## config.mk

```make
export PLATFORM = sky130hd
export DESIGN_NAME = prbs_pattern_gen
export DESIGN_NICKNAME = d
export VERILOG_FILES = /design/src/rtl/prbs_pkg.sv /design/src/rtl/prbs_tap_xor.sv /design/src/rtl/prbs_zero_guard.sv /design/src/rtl/prbs_pattern_gen.sv
export SDC_FILE = /design/constraint.sdc
export NUM_CORES = 1
export LEC_CHECK = 0
export BUFFER_PORTS_ARGS = -buffer_cell sky130_fd_sc_hd__buf_2
export CORE_MARGIN = 8
export CORE_UTILIZATION = 45
export CTS_CLUSTER_DIAMETER = 150
export CTS_CLUSTER_SIZE = 24
export DETAILED_ROUTE_END_ITERATION = 10
export PLACE_DENSITY = 0.69
export SLEW_MARGIN = 0
export SYNTH_ARGS = -nofsm -noshare
export SYNTH_HDL_FRONTEND = slang
export SYNTH_SLANG_ARGS = --single-unit
```

## constraint.sdc

```tcl
create_clock -name clk -period 3.3 [get_ports clk]
set_input_delay 0.825 -clock clk [delete_from_list [all_inputs] [get_ports clk]]
set_output_delay 0.825 -clock clk [all_outputs]
set_load 0.02 [all_outputs]
```

## src/rtl/prbs_pkg.sv

```systemverilog
package prbs_pkg;

  // Register lengths supported by the generator
  localparam int unsigned SHORT_W = 16;
  localparam int unsigned LONG_W  = 17;

  // Length select encoding
  typedef enum logic {
    LEN_SHORT = 1'b0,
    LEN_LONG  = 1'b1
  } prbs_len_e;

endpackage

```

## src/rtl/prbs_tap_xor.sv

```systemverilog
// Parity of the register bits picked out by a tap mask.
module prbs_tap_xor #(
  parameter int unsigned    W    = 16,
  parameter logic [W-1:0]   MASK = '0
) (
  input  logic [W-1:0] bits,
  output logic         fb
);

  logic [W-1:0] tapped;

  always_comb begin
    tapped = bits & MASK;
    fb     = ^tapped;
  end

endmodule

```

## src/rtl/prbs_zero_guard.sv

```systemverilog
// Flags a register whose active length holds only zeros.
module prbs_zero_guard #(
  parameter int unsigned LONG_W  = 17,
  parameter int unsigned SHORT_W = 16
) (
  input  logic [LONG_W-1:0] state,
  input  logic              len_long,
  output logic              zero_hit
);

  logic short_zero;
  logic upper_zero;

  always_comb begin
    short_zero = (state[SHORT_W-1:0] == '0);
    upper_zero = (state[LONG_W-1:SHORT_W] == '0);
    zero_hit   = len_long ? (short_zero && upper_zero) : short_zero;
  end

endmodule

```

## src/rtl/prbs_pattern_gen.sv

```systemverilog
// Pseudorandom NRZ pattern source with a 16- or 17-bit feedback register.
module prbs_pattern_gen
  import prbs_pkg::*;
#(
  parameter logic [SHORT_W-1:0] SEED       = 16'h55EB,
  parameter logic [SHORT_W-1:0] SHORT_TAPS = 16'hD008,  // Q16 Q15 Q13 Q4
  parameter logic [LONG_W-1:0]  LONG_TAPS  = 17'h12000, // Q17 Q14
  parameter int unsigned        BYTE_W     = 8
) (
  input  logic              clk,
  input  logic              rst_n,
  input  logic              step_en,
  input  logic              len17_sel,
  output logic              nrz_out,
  output logic [BYTE_W-1:0] top_byte
);

  localparam int unsigned PAD_W   = LONG_W - SHORT_W;
  localparam int unsigned BYTE_LO = SHORT_W - BYTE_W;
  localparam logic [LONG_W-1:0] SEED_FULL = {{PAD_W{1'b0}}, SEED};

  prbs_len_e         len_mode;
  logic [LONG_W-1:0] state_q;
  logic [LONG_W-1:0] state_d;
  logic              fb_short;
  logic              fb_long;
  logic              zero_hit;

  assign len_mode = prbs_len_e'(len17_sel);

  // Feedback for the 16-bit length sees only the low sixteen bits
  prbs_tap_xor #(
    .W    (SHORT_W),
    .MASK (SHORT_TAPS)
  ) u_fb_short (
    .bits (state_q[SHORT_W-1:0]),
    .fb   (fb_short)
  );

  prbs_tap_xor #(
    .W    (LONG_W),
    .MASK (LONG_TAPS)
  ) u_fb_long (
    .bits (state_q),
    .fb   (fb_long)
  );

  prbs_zero_guard #(
    .LONG_W  (LONG_W),
    .SHORT_W (SHORT_W)
  ) u_guard (
    .state    (state_q),
    .len_long (len17_sel),
    .zero_hit (zero_hit)
  );

  // Next-state selection: reload, long shift or short shift
  always_comb begin
    if (zero_hit) begin
      state_d = SEED_FULL;
    end else if (len_mode == LEN_LONG) begin
      state_d = {state_q[LONG_W-2:0], fb_long};
    end else begin
      state_d = {{PAD_W{1'b0}}, state_q[SHORT_W-2:0], fb_short};
    end
  end

  // State register with explicit bit-rate enable
  always_ff @(posedge clk or negedge rst_n) begin
    if (!rst_n) begin
      state_q <= SEED_FULL;
    end else if (step_en) begin
      state_q <= state_d;
    end
  end

  // Outputs
  always_comb begin
    top_byte = state_q[SHORT_W-1:BYTE_LO];
    if (len_mode == LEN_LONG) begin
      nrz_out = state_q[LONG_W-1];
    end else begin
      nrz_out = state_q[SHORT_W-1];
    end
  end

  // ---------------------------------------------------------------
  // Assertions
  // ---------------------------------------------------------------

  // no enable, no change
  a_r2_hold: assert property (@(posedge clk) disable iff (!rst_n)
    !step_en |=> $stable(state_q));

  // long length shifts every bit up one place
  a_r3_shift_long: assert property (@(posedge clk) disable iff (!rst_n)
    (step_en && len17_sel && !zero_hit) |=>
      (state_q[LONG_W-1:1] == $past(state_q[LONG_W-2:0])));

  // short length shifts the low sixteen bits up one place
  a_r3_shift_short: assert property (@(posedge clk) disable iff (!rst_n)
    (step_en && !len17_sel && !zero_hit) |=>
      (state_q[SHORT_W-1:1] == $past(state_q[SHORT_W-2:0])));

  // long-length feedback from Q17 and Q14
  a_r5_long_feedback: assert property (@(posedge clk) disable iff (!rst_n)
    (step_en && len17_sel && !zero_hit) |=>
      (state_q[0] == ($past(state_q[16]) ^ $past(state_q[13]))));

  // short length keeps the extra bit cleared
  a_r8_short_top_clear: assert property (@(posedge clk) disable iff (!rst_n)
    (step_en && !len17_sel) |=> (state_q[LONG_W-1] == 1'b0));

  // an all-zero active length is replaced by the seed
  a_r9_reload: assert property (@(posedge clk) disable iff (!rst_n)
    (step_en && zero_hit) |=> (state_q == SEED_FULL));

  // the full register never holds all zeros
  a_r12_never_zero: assert property (@(posedge clk) disable iff (!rst_n)
    state_q != '0);

endmodule

```

==> run metrics, run 1 <==
outcome=finished, final reports clean; Syn Nets=69; number of sinks driven by the clock tree=17; crit-path cells=buf_2 > nand2_1 > o21ai_0 > buf_2; count of state elements after synthesis=17; Die W=58.22 um; # Post-CTS Setup Buffers=0; share of synthesized flip-flops with an asynchronous set or reset=100.0%; Worst Max-Slew Pin Slew=0.5000 ns; met3 WL=64 um; clock tree skew after final layout=0.0005654 ns; post-DR vias/cell=5.202; number of endpoints with negative hold slack in the final report=0; Iteration-0 DRC Markers=5; Fmax achieved=477.1 MHz; Hold-fix buffers, CTS=0; NumNets Final=75; Setup Viol. Count Final=0; flip-flop cell with the highest count after synthesis=dfstp_2; gr ovfl total=0; capturing element type of the critical path=primary output; fraction of final layout cells with drive strength greater than 1=60.87%; clock root buffer master=clkbuf_4; total power divided by cell area=740.6 nW/um^2; worst endpoint data arrival time=1.27 ns; Synth area leaders=dfstp_2, dfrtp_1, o22a_2; Total Power=0.6227 mW; total DRC errors in the routed layout=0; met2 wire len=619 um; total negative setup slack=0 ns; Post-Synthesis Mean Instance Area=12.53 um^2; Clock transition at path regs=0.10 ns; multi-input combinational cell area=272.8 um^2; RSZ-0062 raised after global routing=no; via count of the routed design=489; cell type with the largest total area after synthesis=dfstp_2; total length of routed wires=1.323 mm; # Max-Cap Violations=0; Core Region=1708 um^2; smallest hold slack=0.4365 ns; final worst path period need=2.096 ns; top cell type's share of synthesized area=32.76%; vias in the first global route=494; number of filler cells placed in the layout=151; die area=3389 um^2; slowest cell on the critical path=buf_2; Max-Slew Margin vs Limit=66.66%; total of buffers placed on input and output ports=12; effective utilization at floorplan=46.96%; TritonCTS clock tree=done; CTS Buf Count=3; delay of the slowest cell on the worst path=0.18 ns; Avg WL per Cell=14.07 um; Yosys cell types=20; antenna cell count=0; maximum clock path buffer count=2; fin crit share=63.51%; Placement Rows=15; Crit path required time=2.47 ns; number of top-level design ports=13; Hold WC Path Type=input port to async pin; Post-Synthesis Cells=64; Die Ht=58.22 um; Leak Pwr=0.3235 nW; combined area of all synthesized cells=802.0 um^2; clock latency on the worst-skew pair=0.28 ns; Final GP Congestion=0.7449; sequential element share of the synthesized area=54.60%; highest metal layer with signal wires=met4; maximum number of pins on one net before global-route repair=19; largest registers=state_q: 17 flops; VDD IR-drop max=264.7 uV; R2R setup slack=1.59 ns; routed metal-1 wire length=618 um; flip-flop count of the largest register after layout=17; count of final max-slew check failures=0; reg-to-reg endpoint=state_q[8]$_DFFE_PN1P_; maximum level of the CTS H-tree=1; DR pass1 iterations=4; total stage count of the critical path=4; cell family with the largest share of critical-path delay=buffers and inverters; storage element area=437.9 um^2; wire length of the first global-routing pass=2.208 mm; cell repeated most along the worst path=buf_2; layout overhead on the synthesized area=4.836%; top cell types by occurrence after synthesis=dfstp_2, o22a_2, buf_4; number of gates resized after cts=0; largest reg by FF count=state_q; Warnings, synthesis=0; startpoint of the most critical register-to-register path=state_q[15]$_DFFE_PN0P_; post-detailed-route count of antenna-violating nets=0; maximum fanout encountered on the critical timing path=5; category of the worst setup path launch point=input port; kind of critical path=input port to primary output; worst path buffer plus inverter count=2; number of synthesized flops with an enable pin=0; Worst R2R Path Depth=6; total routing usage reported by global routing=8.512%; initial antenna violation count=0
metrics by stage:
stage / cell area [um^2] / utilization, % / instances / setup slack [ns]
floorplan: 802.0 / - / 64 / 1.174
global placement: 813.3 / 47.62 / 90 / 1.227
detailed placement: 813.3 / 47.62 / 90 / 1.212
CTS: 840.8 / 49.23 / 94 / 1.212
global route: 840.8 / 49.23 / 94 / 1.177
finish: 840.8 / 49.23 / 94 / 1.204
layout make-up:
class	instances	share of cell area, %
tap	25	3.720
clock buffer	3	2.679
multi-input combinational	33	32.44
timing repair buffer	12	7.143
clock inverter	1	0.5952
inverter	3	1.339
sequential	17	52.08
report_power, final:
group          switching (mW)  internal, mW  leakage (nW)
combinational          0.0853        0.0852         0.125
clock                  0.0639        0.0450        0.0177
sequential             0.0534         0.290         0.181
total                   0.203         0.420         0.323
cells by family (layout without fill, tap and decap cells):
kind of cell	count (synthesis)	after routing	synth area share (%)
adder cells (fa/ha/maj)	1	1	1.560
AO/OA/AOI/OAI	15	15	16.38
XOR/XNOR	3	3	3.277
flip-flops	17	17	54.60
buffers and inverters	14	19	11.39
AND/OR/NAND/NOR	9	9	5.770
multiplexers	5	5	7.020
cell usage in the layout (no fill, tap or decap), drive strengths merged:
cell    count
clkbuf      3
clkinv      1
o22a       10
nand3       1
mux2        5
dfrtp       7
buf        12
nor4        2
inv         3
dfstp      10
o21ai       3
nand2       4
o22ai       2
nor4b       1
xnor2       1
nor3        1
xor2        2
ha          1
worst register-to-register path, cell delays in order, from the launching register on:
cell and delay (ns):
dfrtp_1 0.41, inv_1 0.10, ha_1 0.14, nor4b_1 0.22, nand3_1 0.13, o21ai_2 0.42
o22a_2 0.25
per-layer routing:
layer | up-vias | global-route usage, %
li1 | 232 | -
met1 | 243 | 9.961
met2 | 10 | 13.54
met3 | 4 | 2.208
met4 | 0 | 5.245
met5 | - | 0
how the worst max path moves through the flow:
stage | startpoint | endpoint | slack [ns]
after floorplan | len17_sel | nrz_out | 1.17
after global placement | len17_sel | nrz_out | 1.23
after detailed placement | len17_sel | nrz_out | 1.21
after CTS | len17_sel | nrz_out | 1.21
after global routing | len17_sel | nrz_out | 1.18
final | len17_sel | nrz_out | 1.20
Power figures use the tool's default switching activity.
==> run 2, diff against run 1 <==
--- a/config.mk
+++ b/config.mk
@@ -11,7 +11,7 @@
 export CTS_CLUSTER_DIAMETER = 150
 export CTS_CLUSTER_SIZE = 24
 export DETAILED_ROUTE_END_ITERATION = 10
-export PLACE_DENSITY = 0.69
+export PLACE_DENSITY = 0.71
 export SLEW_MARGIN = 0
 export SYNTH_ARGS = -nofsm -noshare
 export SYNTH_HDL_FRONTEND = slang
==> constraint.sdc (replaced) <==
create_clock -name clk -period 1.7 [get_ports clk]
set_input_delay 0.425 -clock clk [delete_from_list [all_inputs] [get_ports clk]]
set_output_delay 0.425 -clock clk [all_outputs]
set_load 0.02 [all_outputs]
==> run 2 against run 1 <==
Effect of this change:
- combinational power increased by 96%
- clock skew grew 0.0037 ns
- first-iteration DRC count decreased by 20%
- non-clock buffer count is 2 higher
- largest power group unchanged
- critical path depth up 3
- register-to-register slack got worse by 1.4 ns
- wire length is 0.91% lower
- total power grew 94%
- cell area grew 1.6%
- flip-flop and latch count stayed put
- die area stayed put
- count of clock-buffer cells in the layout rose by 1
==> run metrics, run 2 (synthesized netlist as in run 1, its figures left out) <==
clock latency on the worst-skew pair=0.28 ns; VDD IR-drop max=726.1 uV; kind of critical path=register to register; placed instance area=828.3 um^2; post-DR vias/cell=5.146; Core Region=1708 um^2; initial antenna violation count=0; first element of the critical path=state_q[15]$_DFFE_PN0P_; largest registers=state_q: 17 flops; Die Ht=58.22 um; R2R setup slack=0.16 ns; final worst path period need=1.535 ns; total length of routed wires=1.311 mm; NumNets Final=77; DR pass1 iterations=4; post-detail-place hpwl=976.8 um; Worst Max-Slew Pin Slew=0.3526 ns; total negative setup slack=0 ns; clock tree skew after final layout=0.004313 ns; total of buffers placed on input and output ports=12; gr ovfl total=0; number of sinks driven by the clock tree=17; maximum number of pins on one net before global-route repair=19; Clock transition at path regs=0.09 ns; startpoint of the most critical register-to-register path=state_q[15]$_DFFE_PN0P_; Avg WL per Cell=13.66 um; flip-flop count of the largest register after layout=17; outcome=finished, final reports clean; TritonCTS clock tree=done; CTS Buf Count=3; post-detailed-route count of antenna-violating nets=0; clock root buffer master=clkbuf_4; number of endpoints with negative hold slack in the final report=0; RSZ-0062 raised after global routing=no; effective utilization at floorplan=46.96%; Hold-fix buffers, CTS=0; Hold WC Path Type=input port to async pin; maximum fanout encountered on the critical timing path=8; # Max-Cap Violations=0; maximum level of the CTS H-tree=1; count of final max-slew check failures=0; die area=3389 um^2; Fmax achieved=651.4 MHz; final cell area excluding filler cells=854.6 um^2; Iteration-0 DRC Markers=4; vias in the first global route=536; total routing usage reported by global routing=8.515%; fraction of final layout cells with drive strength greater than 1=60.56%; Die W=58.22 um; number of top-level design ports=13; Crit path required time=1.92 ns; Leak Pwr=0.3304 nW; worst endpoint data arrival time=1.76 ns; via count of the routed design=494; total DRC errors in the routed layout=0; Placement Rows=15; number of gates resized after cts=0; # Post-CTS Setup Buffers=0; reg-to-reg endpoint=state_q[8]$_DFFE_PN1P_; Worst R2R Path Depth=7; capturing element type of the critical path=register; most frequent cells in the layout=buf_2, o22a_2, dfstp_2; total power divided by cell area=1414 nW/um^2; antenna cell count=0; largest reg by FF count=state_q; maximum clock path buffer count=2; Max-Slew Margin vs Limit=76.49%; Setup Viol. Count Final=0; Final GP Congestion=0.7559; wire length of the first global-routing pass=2.263 mm; category of the worst setup path launch point=register; fin crit share=90.31%; commonest non-fill, non-tap cell in the layout=buf_2; layout overhead on the synthesized area=6.552%
run 2: changes by cell type in the layout (fill, tap and decap cells not counted), sizes merged:
cell,change
clkbuf,+1
buf,+2
clkinv,-1
run 2: worst max-delay path by stage:
stage                     depth (start not counted)                     end  slack, ns
after floorplan                                   6  state_q[0]$_DFFE_PN1P_       0.25
after global placement                            6  state_q[0]$_DFFE_PN1P_       0.20
after detailed placement                          6  state_q[0]$_DFFE_PN1P_       0.17
after CTS                                         6  state_q[0]$_DFFE_PN1P_       0.16
after global routing                              7  state_q[5]$_DFFE_PN1P_       0.01
final                                             7  state_q[8]$_DFFE_PN1P_       0.16
run 2: stage by stage:
stage          utilization, %  hold slack, ns  cells  power [mW]  setup WS (ns)
5_1_grt                 50.04         0.05071     96       1.285        0.01115
6_report                50.04         0.03718     96       1.208         0.1648
2_1_floorplan               -          0.1294     64      0.9670         0.2513
3_3_place_gp            48.50          0.3568     92       1.008         0.2038
4_1_cts                 50.04         0.05054     96       1.222         0.1616
3_5_place_dp            48.50          0.3593     92       1.017         0.1716
run 2: power by group:
group	internal, mW	switching (mW)
registers	0.563	0.105
clock network	0.0908	0.114
logic	0.169	0.166
run 2: area by class of cell:
class | instances | area [um^2]
Sequential cell | 17 | 437.9
Fill cell | 145 | 853.3
Multi-Input combinational cell | 33 | 272.8
Clock buffer | 4 | 26.28
Timing Repair Buffer | 14 | 75.07
Inverter | 3 | 11.26
Tap cell | 25 | 31.28
run 2: critical path: stages (launching register included):
cell,delay (ns)
dfrtp_1,0.40
inv_1,0.09
ha_1,0.14
nor4b_1,0.24
nand3_1,0.13
o21ai_2,0.15
buf_4,0.18
o22a_2,0.15
run 2: metal layers:
| layer | up-vias | track usage [%] | share of wire, % |
|---|---|---|---|
| met5 | - | 0 | 0 |
| met1 | 243 | 8.679 | 44 |
| met4 | 0 | 3.497 | 0.92 |
| met3 | 2 | 3.753 | 6.4 |
| li1 | 238 | - | - |
| met2 | 11 | 14.81 | 49 |
==> run 3, diff against run 2 <==
--- a/config.mk
+++ b/config.mk
@@ -5,13 +5,14 @@
 export SDC_FILE = /design/constraint.sdc
 export NUM_CORES = 1
 export LEC_CHECK = 0
+export ABC_AREA = 1
 export BUFFER_PORTS_ARGS = -buffer_cell sky130_fd_sc_hd__buf_2
 export CORE_MARGIN = 8
 export CORE_UTILIZATION = 45
 export CTS_CLUSTER_DIAMETER = 150
 export CTS_CLUSTER_SIZE = 24
 export DETAILED_ROUTE_END_ITERATION = 10
-export PLACE_DENSITY = 0.71
+export PLACE_DENSITY = 0.68
 export SLEW_MARGIN = 0
 export SYNTH_ARGS = -nofsm -noshare
 export SYNTH_HDL_FRONTEND = slang
==> constraint.sdc (replaced) <==
create_clock -name clk -period 1.9 [get_ports clk]
set_input_delay 0.475 -clock clk [delete_from_list [all_inputs] [get_ports clk]]
set_output_delay 0.475 -clock clk [all_outputs]
set_load 0.02 [all_outputs]
==> run 3 against run 2 <==
Effect of this change:
- utilization is 0.95 points lower
- wire length is 17% higher
- sequential share of layout area is 4.8 points lower
- total power is 26% lower
- critical endpoint is now nrz_out
==> run metrics, run 3 <==
# Max-Cap Violations=0; Max-Slew Margin vs Limit=75.91%; number of gates resized after cts=0; switching pwr=0.2936 mW; startpoint of the most critical register-to-register path=state_q[14]$_DFFE_PN1P_; clock latency on the worst-skew pair=0.28 ns; highest metal layer with signal wires=met4; share of synthesized flip-flops with an asynchronous set or reset=100.0%; post-detail-place hpwl=1.217 mm; RSZ-0062 raised after global routing=no; Total Power=0.8974 mW; total negative setup slack=0 ns; Hold-fix buffers, CTS=0; count of state elements after synthesis=17; maximum fanout encountered on the critical timing path=4; flip-flop cell with the highest count after synthesis=dfstp_2; maximum number of pins on one net before global-route repair=21; Synth area leaders=dfstp_2, dfrtp_1, nand2_1; number of sinks driven by the clock tree=17; NumNets Final=129; Die W=60.71 um; Clock transition at path regs=0.10 ns; # Post-CTS Setup Buffers=0; initial antenna violation count=0; met2 wire len=751 um; layout overhead on the synthesized area=4.868%; post-DR vias/cell=4.600; total routing usage reported by global routing=9.766%; category of the worst setup path launch point=register; top cell type's share of synthesized area=29.21%; part of the power in registers=54.7%; TritonCTS clock tree=done; via count of the routed design=690; Yosys cell types=16; maximum level of the CTS H-tree=1; fraction of power consumed by combinational cells=24.4%; number of top-level design ports=13; capturing element type of the critical path=primary output; Setup Viol. Count Final=0; CTS Buf Count=3; Warnings, synthesis=0; largest registers=state_q: 17 flops; gr ovfl total=0; DR pass1 iterations=4; most numerous cell in the Yosys netlist=nand2_1; Avg WL per Cell=10.21 um; commonest non-fill, non-tap cell in the layout=nand2_1; count of final max-slew check failures=0; Fmax achieved=646.5 MHz; VDD IR-drop max=491.7 uV; total of buffers placed on input and output ports=12; die area=3686 um^2; Iteration-0 DRC Markers=20; end point of the critical path=nrz_out; total power divided by cell area=951.2 nW/um^2; most frequent cells in the layout=nand2_1, nor2_1, inv_1; outcome=finished, final reports clean; combined area of all synthesized cells=899.6 um^2; effective utilization at floorplan=46.81%; routed metal-1 wire length=685 um; vias in the first global route=658; reg-to-reg endpoint=state_q[0]$_DFFE_PN1P_; sequential element share of the synthesized area=48.68%; maximum clock path buffer count=2; Post-Synthesis Mean Instance Area=7.689 um^2; Syn Nets=122; worst endpoint data arrival time=1.07 ns; number of endpoints with negative hold slack in the final report=0; total length of routed wires=1.531 mm; top cell types by occurrence after synthesis=nand2_1, nor2_1, inv_1; Worst R2R Path Depth=10; number of synthesized flops with an enable pin=0; final worst path period need=1.547 ns; clock network fraction of total power=20.9%; R2R setup slack=0.47 ns; kind of critical path=register to primary output; clock tree skew after final layout=0.002236 ns; Placement Rows=16; Core Region=1922 um^2; Leak Pwr=0.5047 nW; first element of the critical path=state_q[15]$_DFFE_PN0P_; largest reg by FF count=state_q; Die Ht=60.71 um; Crit path required time=1.42 ns; met3 WL=80 um; flip-flop count of the largest register after layout=17; Final GP Congestion=0.7519; total DRC errors in the routed layout=0; antenna cell count=0; Hold WC Path Type=input port to async pin; fin crit share=81.41%; Post-Synthesis Cells=117; wire length of the first global-routing pass=2.684 mm; clock root buffer master=clkbuf_4; fraction of final layout cells with drive strength greater than 1=22.76%; internal cell power=0.6038 mW; switching share of power=32.72%; Worst Max-Slew Pin Slew=0.3613 ns; cell type with the largest total area after synthesis=dfstp_2; post-detailed-route count of antenna-violating nets=0
## run 3: through the flow
step                instance area [um^2]  hold slack [ns]  cells  setup slack [ns]  util (%)
floorplan                          899.6           0.1794    117            0.4640         -
global placement                   917.1           0.4114    146            0.4930     47.72
detailed placement                 917.1           0.4145    146            0.4748     47.72
CTS                                943.4           0.1011    150            0.3366     49.09
global route                       943.4          0.09204    150            0.2691     49.09
finish                             943.4          0.08920    150            0.3531     49.09
## run 3: layout make-up
type	count	area, um^2
Clock buffer	4	26.28
Multi-Input combinational cell	71	314.1
Fill cell	210	978.4
Inverter	19	71.32
Sequential cell	17	437.9
Timing Repair Buffer	12	60.06
Tap cell	27	33.78
## run 3: routing by layer
metal / global-route usage (%) / up-vias
met5: 0 / -
met4: 4.983 / 0
met3: 2.542 / 2
met2: 16.74 / 13
met1: 10.82 / 320
li1: - / 355
## run 3: critical path, stage by stage (launching register included)
cell	delay, ns
dfrtp_1	0.41
inv_1	0.07
o21ai_0	0.13
buf_2	0.18
## run 3: logic make-up after synthesis
group,count (synthesis),share of synthesized area [%]
AND/OR/NAND/NOR,61,28.23
adder cells (fa/ha/maj),1,1.391
AO/OA/AOI/OAI,9,5.286
flip-flops,17,48.68
buffers and inverters,29,16.41
## run 3: worst min path at each step
stage	endpoint	depth (start not counted)
3_5_place_dp	state_q[16]$_DFFE_PN0P_	1
2_1_floorplan	state_q[11]$_DFFE_PN0P_	0
3_3_place_gp	state_q[16]$_DFFE_PN0P_	1
5_1_grt	state_q[16]$_DFFE_PN0P_	1
4_1_cts	state_q[16]$_DFFE_PN0P_	1
6_report	state_q[16]$_DFFE_PN0P_	1
## run 3: power groups by stage
| stage | clock network (mW) | logic [mW] | registers [mW] |
|---|---|---|---|
| 2_1_floorplan | 0 | 0.199 | 0.486 |
| 6_report | 0.188 | 0.219 | 0.491 |
| 3_5_place_dp | 0 | 0.223 | 0.497 |
| 3_3_place_gp | 0 | 0.220 | 0.495 |
| 5_1_grt | 0.221 | 0.251 | 0.501 |
| 4_1_cts | 0.196 | 0.224 | 0.491 |
